<file path="config.mk">
export PLATFORM = sky130hd
export DESIGN_NAME = history_buffer
export DESIGN_NICKNAME = d
export VERILOG_FILES = /design/src/rtl/hb_pkg.sv /design/src/rtl/hb_ctrl.sv /design/src/rtl/hb_slot.sv /design/src/rtl/hb_wport.sv /design/src/rtl/history_buffer.sv
export SDC_FILE = /design/constraint.sdc
export NUM_CORES = 1
export LEC_CHECK = 0
export BUFFER_PORTS_ARGS = -buffer_cell sky130_fd_sc_hd__buf_2
export CORE_ASPECT_RATIO = 0.7
export CORE_MARGIN = 4
export CORE_UTILIZATION = 29
export CTS_CLUSTER_SIZE = 25
export DETAILED_ROUTE_END_ITERATION = 10
export HOLD_SLACK_MARGIN = 0.1
export PLACE_DENSITY = 0.41
export SETUP_SLACK_MARGIN = 0.1
export SLEW_MARGIN = 20
export SYNTH_ARGS = -nofsm -noshare
export SYNTH_HDL_FRONTEND = slang
export SYNTH_SLANG_ARGS = --single-unit
</file>
<file path="constraint.sdc">
create_clock -name clk -period 3.5 [get_ports clk]
set_input_delay 0.7 -clock clk [delete_from_list [all_inputs] [get_ports clk]]
set_output_delay 0.7 -clock clk [all_outputs]
set_load 0.03 [all_outputs]
</file>
<file path="src/rtl/hb_pkg.sv">
`timescale 1ns/1ps
package hb_pkg;

  typedef enum logic {
    HB_RUN  = 1'b0,
    HB_ROLL = 1'b1
  } hb_mode_e;

  // circular pointer step forward
  function automatic int unsigned hb_wrap_inc(input int unsigned p, input int unsigned n);
    return (p + 1 >= n) ? 0 : p + 1;
  endfunction

  // circular pointer step backward
  function automatic int unsigned hb_wrap_dec(input int unsigned p, input int unsigned n);
    return (p == 0) ? n - 1 : p - 1;
  endfunction

endpackage

</file>
<file path="src/rtl/hb_ctrl.sv">
`timescale 1ns/1ps
module hb_ctrl #(
  parameter int unsigned DEPTH = 8,
  localparam int unsigned IDX_W = $clog2(DEPTH),
  localparam int unsigned CNT_W = $clog2(DEPTH + 1)
) (
  input  logic             clk,
  input  logic             rst_n,
  input  logic             iss_valid,
  input  logic             irq,
  input  logic             head_done,
  output logic [IDX_W-1:0] head,
  output logic [IDX_W-1:0] tail,
  output logic [IDX_W-1:0] undo_idx,
  output logic             iss_ready,
  output logic             iss_fire,
  output logic             ret_fire,
  output logic             undo_step,
  output logic             undo_done,
  output logic             halted,
  output logic             rolling
);
  import hb_pkg::*;

  hb_mode_e          mode_q;
  logic [CNT_W-1:0]  live_q;
  logic              full_w, empty_w;

  assign rolling   = (mode_q == HB_ROLL);
  assign full_w    = (live_q == CNT_W'(DEPTH));
  assign empty_w   = (live_q == '0);
  assign halted    = rolling || irq;
  assign iss_ready = !full_w && !halted;
  assign iss_fire  = iss_valid && iss_ready;
  assign ret_fire  = !halted && !empty_w && head_done;
  assign undo_step = rolling && !empty_w;
  assign undo_done = rolling && empty_w;
  assign undo_idx  = IDX_W'(hb_wrap_dec(32'(tail), DEPTH));

  always_ff @(posedge clk) begin
    if (!rst_n) begin
      mode_q <= HB_RUN;
      head   <= '0;
      tail   <= '0;
      live_q <= '0;
    end else if (!rolling) begin
      if (irq) begin
        mode_q <= HB_ROLL;
      end else begin
        if (iss_fire) tail <= IDX_W'(hb_wrap_inc(32'(tail), DEPTH));
        if (ret_fire) head <= IDX_W'(hb_wrap_inc(32'(head), DEPTH));
        live_q <= live_q + CNT_W'(iss_fire) - CNT_W'(ret_fire);
      end
    end else if (undo_step) begin
      tail   <= undo_idx;
      live_q <= live_q - 1'b1;
    end else begin
      mode_q <= HB_RUN;
    end
  end

  p_no_overflow_r2: assert property (@(posedge clk) disable iff (!rst_n)
    live_q <= CNT_W'(DEPTH));
  p_full_holds_r2: assert property (@(posedge clk) disable iff (!rst_n)
    (full_w && !ret_fire && !halted) |=> full_w);
  p_retire_order_r5: assert property (@(posedge clk) disable iff (!rst_n)
    ret_fire |=> head == IDX_W'(hb_wrap_inc(32'($past(head)), DEPTH)));
  p_irq_starts_r6: assert property (@(posedge clk) disable iff (!rst_n)
    (irq && !rolling) |=> rolling);
  p_undo_shrinks_r6: assert property (@(posedge clk) disable iff (!rst_n)
    undo_step |=> (live_q == $past(live_q) - 1'b1) && rolling);
  p_done_empty_r9: assert property (@(posedge clk) disable iff (!rst_n)
    undo_done |=> !rolling && empty_w && (tail == head));
  p_quiet_roll_r8: assert property (@(posedge clk) disable iff (!rst_n)
    rolling |=> $stable(head));

endmodule

</file>
<file path="src/rtl/hb_slot.sv">
`timescale 1ns/1ps
module hb_slot #(
  parameter int unsigned DATA_W = 16,
  parameter int unsigned RA_W   = 3,
  parameter int unsigned TAG_W  = 4
) (
  input  logic              clk,
  input  logic              rst_n,
  input  logic              alloc,
  input  logic              in_hasd,
  input  logic [RA_W-1:0]   in_dst,
  input  logic              in_ok,
  input  logic [TAG_W-1:0]  in_tag,
  input  logic [DATA_W-1:0] in_val,
  input  logic              cdb_valid,
  input  logic [TAG_W-1:0]  cdb_tag,
  input  logic [DATA_W-1:0] cdb_value,
  input  logic              mark_done,
  output logic              done,
  output logic              hasd,
  output logic [RA_W-1:0]   dst,
  output logic              ok,
  output logic [DATA_W-1:0] old
);
  logic [TAG_W-1:0] tag_q;
  logic             snoop_hit;

  assign snoop_hit = !ok && cdb_valid && (cdb_tag == tag_q);

  always_ff @(posedge clk) begin
    if (!rst_n) begin
      done  <= 1'b0;
      hasd  <= 1'b0;
      dst   <= '0;
      ok    <= 1'b0;
      tag_q <= '0;
      old   <= '0;
    end else if (alloc) begin
      done  <= 1'b0;
      hasd  <= in_hasd;
      dst   <= in_dst;
      tag_q <= in_tag;
      if (in_ok) begin
        ok  <= 1'b1;
        old <= in_val;
      end else if (cdb_valid && cdb_tag == in_tag) begin
        ok  <= 1'b1;
        old <= cdb_value;
      end else begin
        ok  <= 1'b0;
      end
    end else begin
      if (mark_done) done <= 1'b1;
      if (snoop_hit) begin
        ok  <= 1'b1;
        old <= cdb_value;
      end
    end
  end

  p_fresh_slot_r5: assert property (@(posedge clk) disable iff (!rst_n)
    alloc |=> !done);
  p_snoop_capture_r3: assert property (@(posedge clk) disable iff (!rst_n)
    (!alloc && snoop_hit) |=> ok && (old == $past(cdb_value)));
  p_saved_stable_r3: assert property (@(posedge clk) disable iff (!rst_n)
    (!alloc && ok) |=> ok && $stable(old));

endmodule

</file>
<file path="src/rtl/hb_wport.sv">
`timescale 1ns/1ps
module hb_wport #(
  parameter int unsigned DATA_W = 16,
  parameter int unsigned RA_W   = 3
) (
  input  logic              clk,
  input  logic              rst_n,
  input  logic              undo_go,
  input  logic              undo_has,
  input  logic [RA_W-1:0]   undo_dst,
  input  logic [DATA_W-1:0] undo_val,
  input  logic              cmp_go,
  input  logic              cmp_has,
  input  logic [RA_W-1:0]   cmp_dst,
  input  logic [DATA_W-1:0] cmp_val,
  output logic              rf_we,
  output logic [RA_W-1:0]   rf_waddr,
  output logic [DATA_W-1:0] rf_wdata
);
  logic undo_wr, cmp_wr;

  assign undo_wr = undo_go && undo_has;
  assign cmp_wr  = !undo_go && cmp_go && cmp_has;

  always_comb begin
    rf_we    = undo_wr || cmp_wr;
    rf_waddr = undo_go ? undo_dst : cmp_dst;
    rf_wdata = undo_go ? undo_val : cmp_val;
  end

  p_single_source_r8: assert property (@(posedge clk) disable iff (!rst_n)
    !(undo_go && cmp_go));
  p_restore_skips_r7: assert property (@(posedge clk) disable iff (!rst_n)
    (undo_go && !undo_has) |-> !rf_we);

endmodule

</file>
<file path="src/rtl/history_buffer.sv">
`timescale 1ns/1ps
module history_buffer #(
  parameter int unsigned DEPTH  = 8,
  parameter int unsigned DATA_W = 16,
  parameter int unsigned REG_N  = 8,
  parameter int unsigned TAG_W  = 4,
  localparam int unsigned IDX_W = $clog2(DEPTH),
  localparam int unsigned RA_W  = $clog2(REG_N)
) (
  input  logic              clk,
  input  logic              rst_n,
  input  logic              iss_valid,
  input  logic              iss_has_dst,
  input  logic [RA_W-1:0]   iss_dst,
  input  logic              iss_old_ready,
  input  logic [DATA_W-1:0] iss_old_value,
  input  logic [TAG_W-1:0]  iss_old_tag,
  output logic              iss_ready,
  output logic [IDX_W-1:0]  iss_id,
  input  logic              cdb_valid,
  input  logic [TAG_W-1:0]  cdb_tag,
  input  logic [DATA_W-1:0] cdb_value,
  input  logic              cmp_valid,
  input  logic [IDX_W-1:0]  cmp_id,
  input  logic [DATA_W-1:0] cmp_value,
  output logic              ret_valid,
  output logic [IDX_W-1:0]  ret_id,
  input  logic              irq,
  output logic              rb_busy,
  output logic              rb_done,
  output logic              rf_we,
  output logic [RA_W-1:0]   rf_waddr,
  output logic [DATA_W-1:0] rf_wdata
);
  logic [IDX_W-1:0] head_w, tail_w, undo_idx_w;
  logic iss_fire_w, ret_fire_w, undo_step_w, undo_done_w, halted_w, rolling_w;
  logic cmp_go_w;

  logic              done_a [DEPTH];
  logic              hasd_a [DEPTH];
  logic [RA_W-1:0]   dst_a  [DEPTH];
  logic              ok_a   [DEPTH];
  logic [DATA_W-1:0] old_a  [DEPTH];

  hb_ctrl #(.DEPTH(DEPTH)) ctrl_i (
    .clk(clk), .rst_n(rst_n), .iss_valid(iss_valid), .irq(irq),
    .head_done(done_a[head_w]), .head(head_w), .tail(tail_w), .undo_idx(undo_idx_w),
    .iss_ready(iss_ready), .iss_fire(iss_fire_w), .ret_fire(ret_fire_w),
    .undo_step(undo_step_w), .undo_done(undo_done_w), .halted(halted_w),
    .rolling(rolling_w)
  );

  assign cmp_go_w = cmp_valid && !halted_w;

  for (genvar g = 0; g < DEPTH; g++) begin : g_slot
    logic take_w;
    assign take_w = iss_fire_w && (tail_w == IDX_W'(g));
    hb_slot #(.DATA_W(DATA_W), .RA_W(RA_W), .TAG_W(TAG_W)) slot_i (
      .clk(clk), .rst_n(rst_n), .alloc(take_w),
      .in_hasd(iss_has_dst), .in_dst(iss_dst), .in_ok(iss_old_ready),
      .in_tag(iss_old_tag), .in_val(iss_old_value),
      .cdb_valid(cdb_valid), .cdb_tag(cdb_tag), .cdb_value(cdb_value),
      .mark_done(cmp_go_w && (cmp_id == IDX_W'(g)) && !take_w),
      .done(done_a[g]), .hasd(hasd_a[g]), .dst(dst_a[g]), .ok(ok_a[g]), .old(old_a[g])
    );
  end

  hb_wport #(.DATA_W(DATA_W), .RA_W(RA_W)) wport_i (
    .clk(clk), .rst_n(rst_n),
    .undo_go(undo_step_w), .undo_has(hasd_a[undo_idx_w] && ok_a[undo_idx_w]),
    .undo_dst(dst_a[undo_idx_w]), .undo_val(old_a[undo_idx_w]),
    .cmp_go(cmp_go_w), .cmp_has(hasd_a[cmp_id]), .cmp_dst(dst_a[cmp_id]),
    .cmp_val(cmp_value),
    .rf_we(rf_we), .rf_waddr(rf_waddr), .rf_wdata(rf_wdata)
  );

  assign iss_id    = tail_w;
  assign ret_valid = ret_fire_w;
  assign ret_id    = head_w;
  assign rb_busy   = rolling_w;
  assign rb_done   = undo_done_w;

  p_done_pulse_r9: assert property (@(posedge clk) disable iff (!rst_n)
    rb_done |=> !rb_done && iss_ready);
  p_no_issue_in_roll_r8: assert property (@(posedge clk) disable iff (!rst_n)
    rb_busy |-> !iss_ready && !ret_valid);

endmodule

</file>
After elaboration in Yosys (flattened, before gate mapping)
Cells that the tools add are included.
{ "op_classes": {"n_addsub": 6, "order_cmp": 5, "n_eq_ne": 34, "n_mux": 72, "n_bitwise": 6, "n_reduce_logical": 105} }
{ "op_table": {"columns": ["cell", "count"], "rows": [
  ["16-bit two-way mux", 21],
  ["1-bit logical AND", 52],
  ["16-bit binary-select mux with 3-bit select", 1],
  ["4-bit equality test", 9],
  ["3-bit two-way mux", 12],
  ["1-bit two-way mux", 29],
  ["3-bit equality test, second input constant", 8],
  ["3-bit by 2-bit inequality test with 1-bit output, second input constant", 8],
  ["4-bit greater-or-equal comparator, second input constant", 5],
  ["1-bit zero test", 20],
  ["3-bit binary-select mux with 3-bit select", 2],
  ["2-bit AND reduction", 9],
  ["2-bit nonzero test", 9],
  ["2-bit OR reduction", 8],
  ["1-bit binary-select mux with 3-bit select", 4],
  ["3-bit by 2-bit equality test with 1-bit output, second input constant", 4],
  ["4-bit two-way mux", 3],
  ["3-bit inverter with 4-bit output", 3],
  ["3-bit by 1-bit adder with 4-bit output, second input constant", 2],
  ["3-bit by 1-bit equality test with 1-bit output, second input constant", 2],
  ["3-bit zero test", 2],
  ["3-bit AND reduction", 2],
  ["4-bit by 1-bit adder with 4-bit output", 1],
  ["4-bit equality test, second input constant", 1],
  ["7 further kinds", 11]
]} }
{ "totals": {"ff_bits": 219, "inputBits": 70, "out_inout_bits": 30} }

Logic depth before layout (Yosys ltp)
{ "logic_depth": {"depth_word": 9, "mapped_depth": 14} }

Cells and area by module
Synthesis repeated with hierarchy kept, for this count alone.
{ "unflattened": {"cells_unflattened": 1106, "area_unflattened_um2": 12206.7} }
{ "by_module_without_submodules": {"columns": ["module", "n_inst", "cells_per_inst", "area_per_inst_um2"], "rows": [
  ["hb_slot", 8, 102, 1162.4],
  ["history_buffer", 1, 162, 1696.6],
  ["hb_ctrl", 1, 104, 894.6],
  ["hb_wport", 1, 24, 316.6]
]} }

Worst setup path before layout
OpenSTA, ideal clock, no wires.
{ "synth_path": {"kind": "register to output", "start": "register ctrl_i.tail[0]", "end": "output rf_waddr[2]", "arrival_time_ns": 3.086, "slack_ns": -0.286, "stages_incl_launch_ff": 10, "n_path_buf": 4, "path_cell_list": "dfxtp_1 -> clkinv_1 -> clkbuf_1 -> ha_1 -> buf_2 -> buf_2 -> clkbuf_1 -> a221oi_1 -> o32ai_1 -> o21ai_0"} }
{ "synth_via": {"elab_chain_cells": 7, "word_cells_on_any_way": 8, "cone_classes": "1 x add/sub; 5 x mux; 1 x bitwise; 1 x reduce/logical"} }
{ "synth_rtl": {"columns": ["item", "line", "text"], "rows": [
  ["from (decl)", "hb_ctrl.sv:13", "output logic [IDX_W-1:0] tail,"],
  ["from (signal assigned)", "hb_ctrl.sv:50", "if (iss_fire) tail <= IDX_W'(hb_wrap_inc(32'(tail), DEPTH));"],
  ["from (signal assigned)", "hb_ctrl.sv:55", "tail <= undo_idx;"],
  ["3-bit by 1-bit subtractor with 3-bit output / 3-bit zero test (equally long branches)", "hb_pkg.sv:16", "return (p == 0) ? n - 1 : p - 1;"],
  ["3-bit two-way mux (*)", "hb_pkg.sv:16", null],
  ["3-bit inverter with 4-bit output (implied by the code) (*)", "history_buffer.sv:71", ".undo_dst(dst_a[undo_idx_w]), .undo_val(old_a[undo_idx_w]),"],
  ["3-bit binary-select mux with 3-bit select (*)", "history_buffer.sv:71", null],
  ["3-bit two-way mux (implied by the code) (*) (2 in a row)", "history_buffer.sv:71", null],
  ["3-bit two-way mux (*)", "hb_wport.sv:27", "rf_waddr = undo_go ? undo_dst : cmp_dst;"],
  ["to (decl)", "history_buffer.sv:32", "output logic [RA_W-1:0] rf_waddr,"]
]} }
Every way passes the cells marked *; elsewhere a longest branch is shown, timed or not. The select of a mux whose other input is x is not followed.

Final worst setup path
{ "layout_path": {"start": "register ctrl_i.tail[2]", "end": "output rf_wdata[12]"} }
{ "layout_via": {"elab_chain_cells": 7, "word_cells_on_any_way": 8, "cone_classes": "1 x add/sub; 5 x mux; 1 x bitwise; 1 x reduce/logical"} }
{ "layout_rtl": {"columns": ["item", "line", "text"], "rows": [
  ["3-bit by 1-bit subtractor with 3-bit output / 3-bit zero test (equally long branches)", "hb_pkg.sv:16", null],
  ["3-bit two-way mux (*)", "hb_pkg.sv:16", null],
  ["3-bit inverter with 4-bit output (implied by the code) (*)", "history_buffer.sv:71", null],
  ["16-bit binary-select mux with 3-bit select (*)", "history_buffer.sv:71", null],
  ["16-bit two-way mux (implied by the code) (*) (2 in a row)", "history_buffer.sv:71", null],
  ["16-bit two-way mux (*)", "hb_wport.sv:28", "rf_wdata = undo_go ? undo_val : cmp_val;"],
  ["to (decl)", "history_buffer.sv:33", "output logic [DATA_W-1:0] rf_wdata"]
]} }
Marks and branches as above.

==> impl_metrics.ini <==
[synthesis]
synthesis.nets = 1629
avgSynthCellArea_um2 = 8.61
synth_top_area_share = 0.330
yosys.cell_count.top_type = nand2_1
yosys-top-cells-area = dfxtp_1, mux2i_1, nand2_1
yosys-top-cells-count = nand2_1, dfxtp_1, mux2i_1
netlist_instances = 1541
ys_seq_area_frac = 0.330
ys_types = 77
synthArstFlopShare = 0
syn_area_um2 = 13300
synth_edf_count = 0
ys_ff_latch = 219
yosysTopAreaCell = dfxtp_1
synthFlopType = dfxtp_1
ys_warn_count = 0

[timing]
skew_ns = 0.0132
fin_crit_ns = 3.34
fmax_ghz = 0.299
setup_ws_ns = 0.161
setup_viol = 0
hold_viol = 0
slew_headroom = 0.479
worstMarginPinSlew_ns = 0.782
period_share = 0.954
fin_hold_ws_ns = 0.453
rsz0062_at_grt = no
tns_ns = 0
drv_slew = 0

[floorplan]
dieHeight_um = 187
row_count = 65
dieArea_um2 = 49300
fp.dieW_um = 264
initial_core_util = 0.294
ios = 100
core-area_um2 = 45100

[setup_path]
crit_chain = buf_4, inv_1, o31ai_2, a221o_1, o21ai_4, buf_4
cp_top_family = compound AO/OA/AOI/OAI gates
startpoint = ctrl_i.tail[2]
slowest_delay_ns = 0.56
endpoint_kind = output pin
cp-start-kind = flop
crit_slowest_cell = o31ai_2
r2r_start = ctrl_i.live_q[1]
cpMostUsedCell = buf_4
worstPathArrival_ns = 2.64
critical_path.max_fanout = 13
crit_required_ns = 2.80
path_buf_inv = 3
path_class = reg2out

[drt]
drc = 0
routed_wirelength_um = 49900
drt_iter0_drc = 736
wl_per_cell_um = 22.6
dr.pass1.iters = 5
vias_per_cell = 5.16
num_vias = 11400
ant_nets = 0

[clocking]
numCtsBuffers = 27
cts.sinks = 219
path_clk_slew_ns = 0.06
cts_tree = done
clk_latency_ns = 0.56
cts.path.max_buffers = 3
htree_levels = 1
cts_root_buf = clkbuf_16

[power_and_ir_drop]
p_int_mw = 5.65
leakage_nw = 6.20
netSwitchingFraction = 0.354
total_power_mw = 8.74
seq_power_share = 0.309
p_clk_frac = 0.358
max-vdd-ir-drop_mv = 0.246
power.switching_mw = 3.09
power.density_nw_per_um2 = 557
p_comb_frac = 0.332

[global_routing]
grt_pass1_vias = 10900
grtUsageTotal = 0.195
grt_max_degree = 114
grt_pass1_wl_um = 74400
overflow = 0
antenna_found_initial = 3

[place]
place_congestion = 0.820
place.detailed.hpwl_um = 33600
dp_cells = 2153
place_ws_ns = 0.396
port_buffers = 99
placed_area_um2 = 14400

[flow_run]
max_cap_viol_count = 0

[final_layout]
regArea_um2 = 4390
final_area_um2 = 15700
utilization = 0.347
multi_input_area_um2 = 8280
nets = 1674
fillers = 4648
drive_above_1_share = 0.237
area_delta_synth_final_pct = 18.2
stdcell_count = 2210

[status]
status = finished, final reports clean

[min_path]
hp-class = reg2reg
min_from = g_slot[0].slot_i.tag_q[3]
-- power groups by stage --
stage	registers, mW	logic [mW]	clock network (mW)
after floorplan	2.74	1.71	0
after global placement	2.75	2.63	0
after detailed placement	2.75	2.65	0
after CTS	2.70	2.75	3.21
after global routing	2.72	3.10	3.31
final	2.70	2.90	3.13
-- final timing paths --
kind                          endpoint  slack (ns)  cells past startpoint
max reg2reg   g_slot[4].slot_i.old[15]        0.64                      9
min reg2reg  g_slot[0].slot_i.tag_q[3]        0.45                      2
min          g_slot[0].slot_i.tag_q[3]        0.45                      2
max                       rf_wdata[12]        0.16                      6
-- layout make-up --
type,instances,share of cell area
multi-input combinational,1154,0.528
sequential,219,0.280
timing repair buffer,169,0.0780
clock buffer,38,0.0502
tap,603,0.0481
clock inverter,11,0.0123
inverter,15,0.00375
antenna,1,0.000160
-- logic make-up (layout without fill, tap and decap cells) --
| group | count (synthesis) | in the layout | share of synthesized area |
|---|---|---|---|
| other | 0 | 1 | 0 |
| buffers and inverters | 168 | 233 | 0.0598 |
| AO/OA/AOI/OAI | 351 | 351 | 0.202 |
| XOR/XNOR | 36 | 36 | 0.0238 |
| multiplexers | 202 | 202 | 0.167 |
| flip-flops | 219 | 219 | 0.330 |
| adder cells (fa/ha/maj) | 18 | 18 | 0.0175 |
| AND/OR/NAND/NOR | 547 | 547 | 0.200 |
-- what timing repair did --
action | in CTS | in global routing
setup endpoints to repair | 20 | 19
hold buffers | 0 | 0
endpoints found under the hold margin | 0 | 0
cloned | 0 | 1
pin swaps | 4 | 5
resized for setup | 22 | 30
setup buffers | 4 | 2
-- layer usage --
| layer | vias to the layer above | global-route usage | share of wire |
|---|---|---|---|
| met5 | - | 0 | 0 |
| met4 | 0 | 0.0292 | 0.014 |
| met3 | 47 | 0.0284 | 0.047 |
| met2 | 258 | 0.286 | 0.41 |
| met1 | 5537 | 0.307 | 0.53 |
| li1 | 5555 | - | - |
-- flip-flops by register name (all words and copies together) (netlist names) --
register	flops
g_slot.slot_i.hasd	8
g_slot.slot_i.ok	8
g_slot.slot_i.done	8
ctrl_i.rolling	1
ctrl_i.head	3
g_slot.slot_i.tag_q	32
g_slot.slot_i.dst	24
ctrl_i.live_q	4
g_slot.slot_i.old	128
ctrl_i.tail	3
-- worst min-delay path, stage by stage, from the launching register on --
cell and delay (ns):
dfxtp_1 0.31, nand2_1 0.05, a21boi_1 0.05
-- placed cells by master, fill, tap and decap left out, drive strengths merged, types with 40 or more instances in the layout --
cell	netlist	final
nand2	304	304
a21boi	66	66
buf	76	167
nand2b	73	73
or2	59	59
mux2i	156	156
clkbuf	77	40
o21ai	41	41
o211ai	135	135
dfxtp	219	219
(Power assumes the default switching activity.)
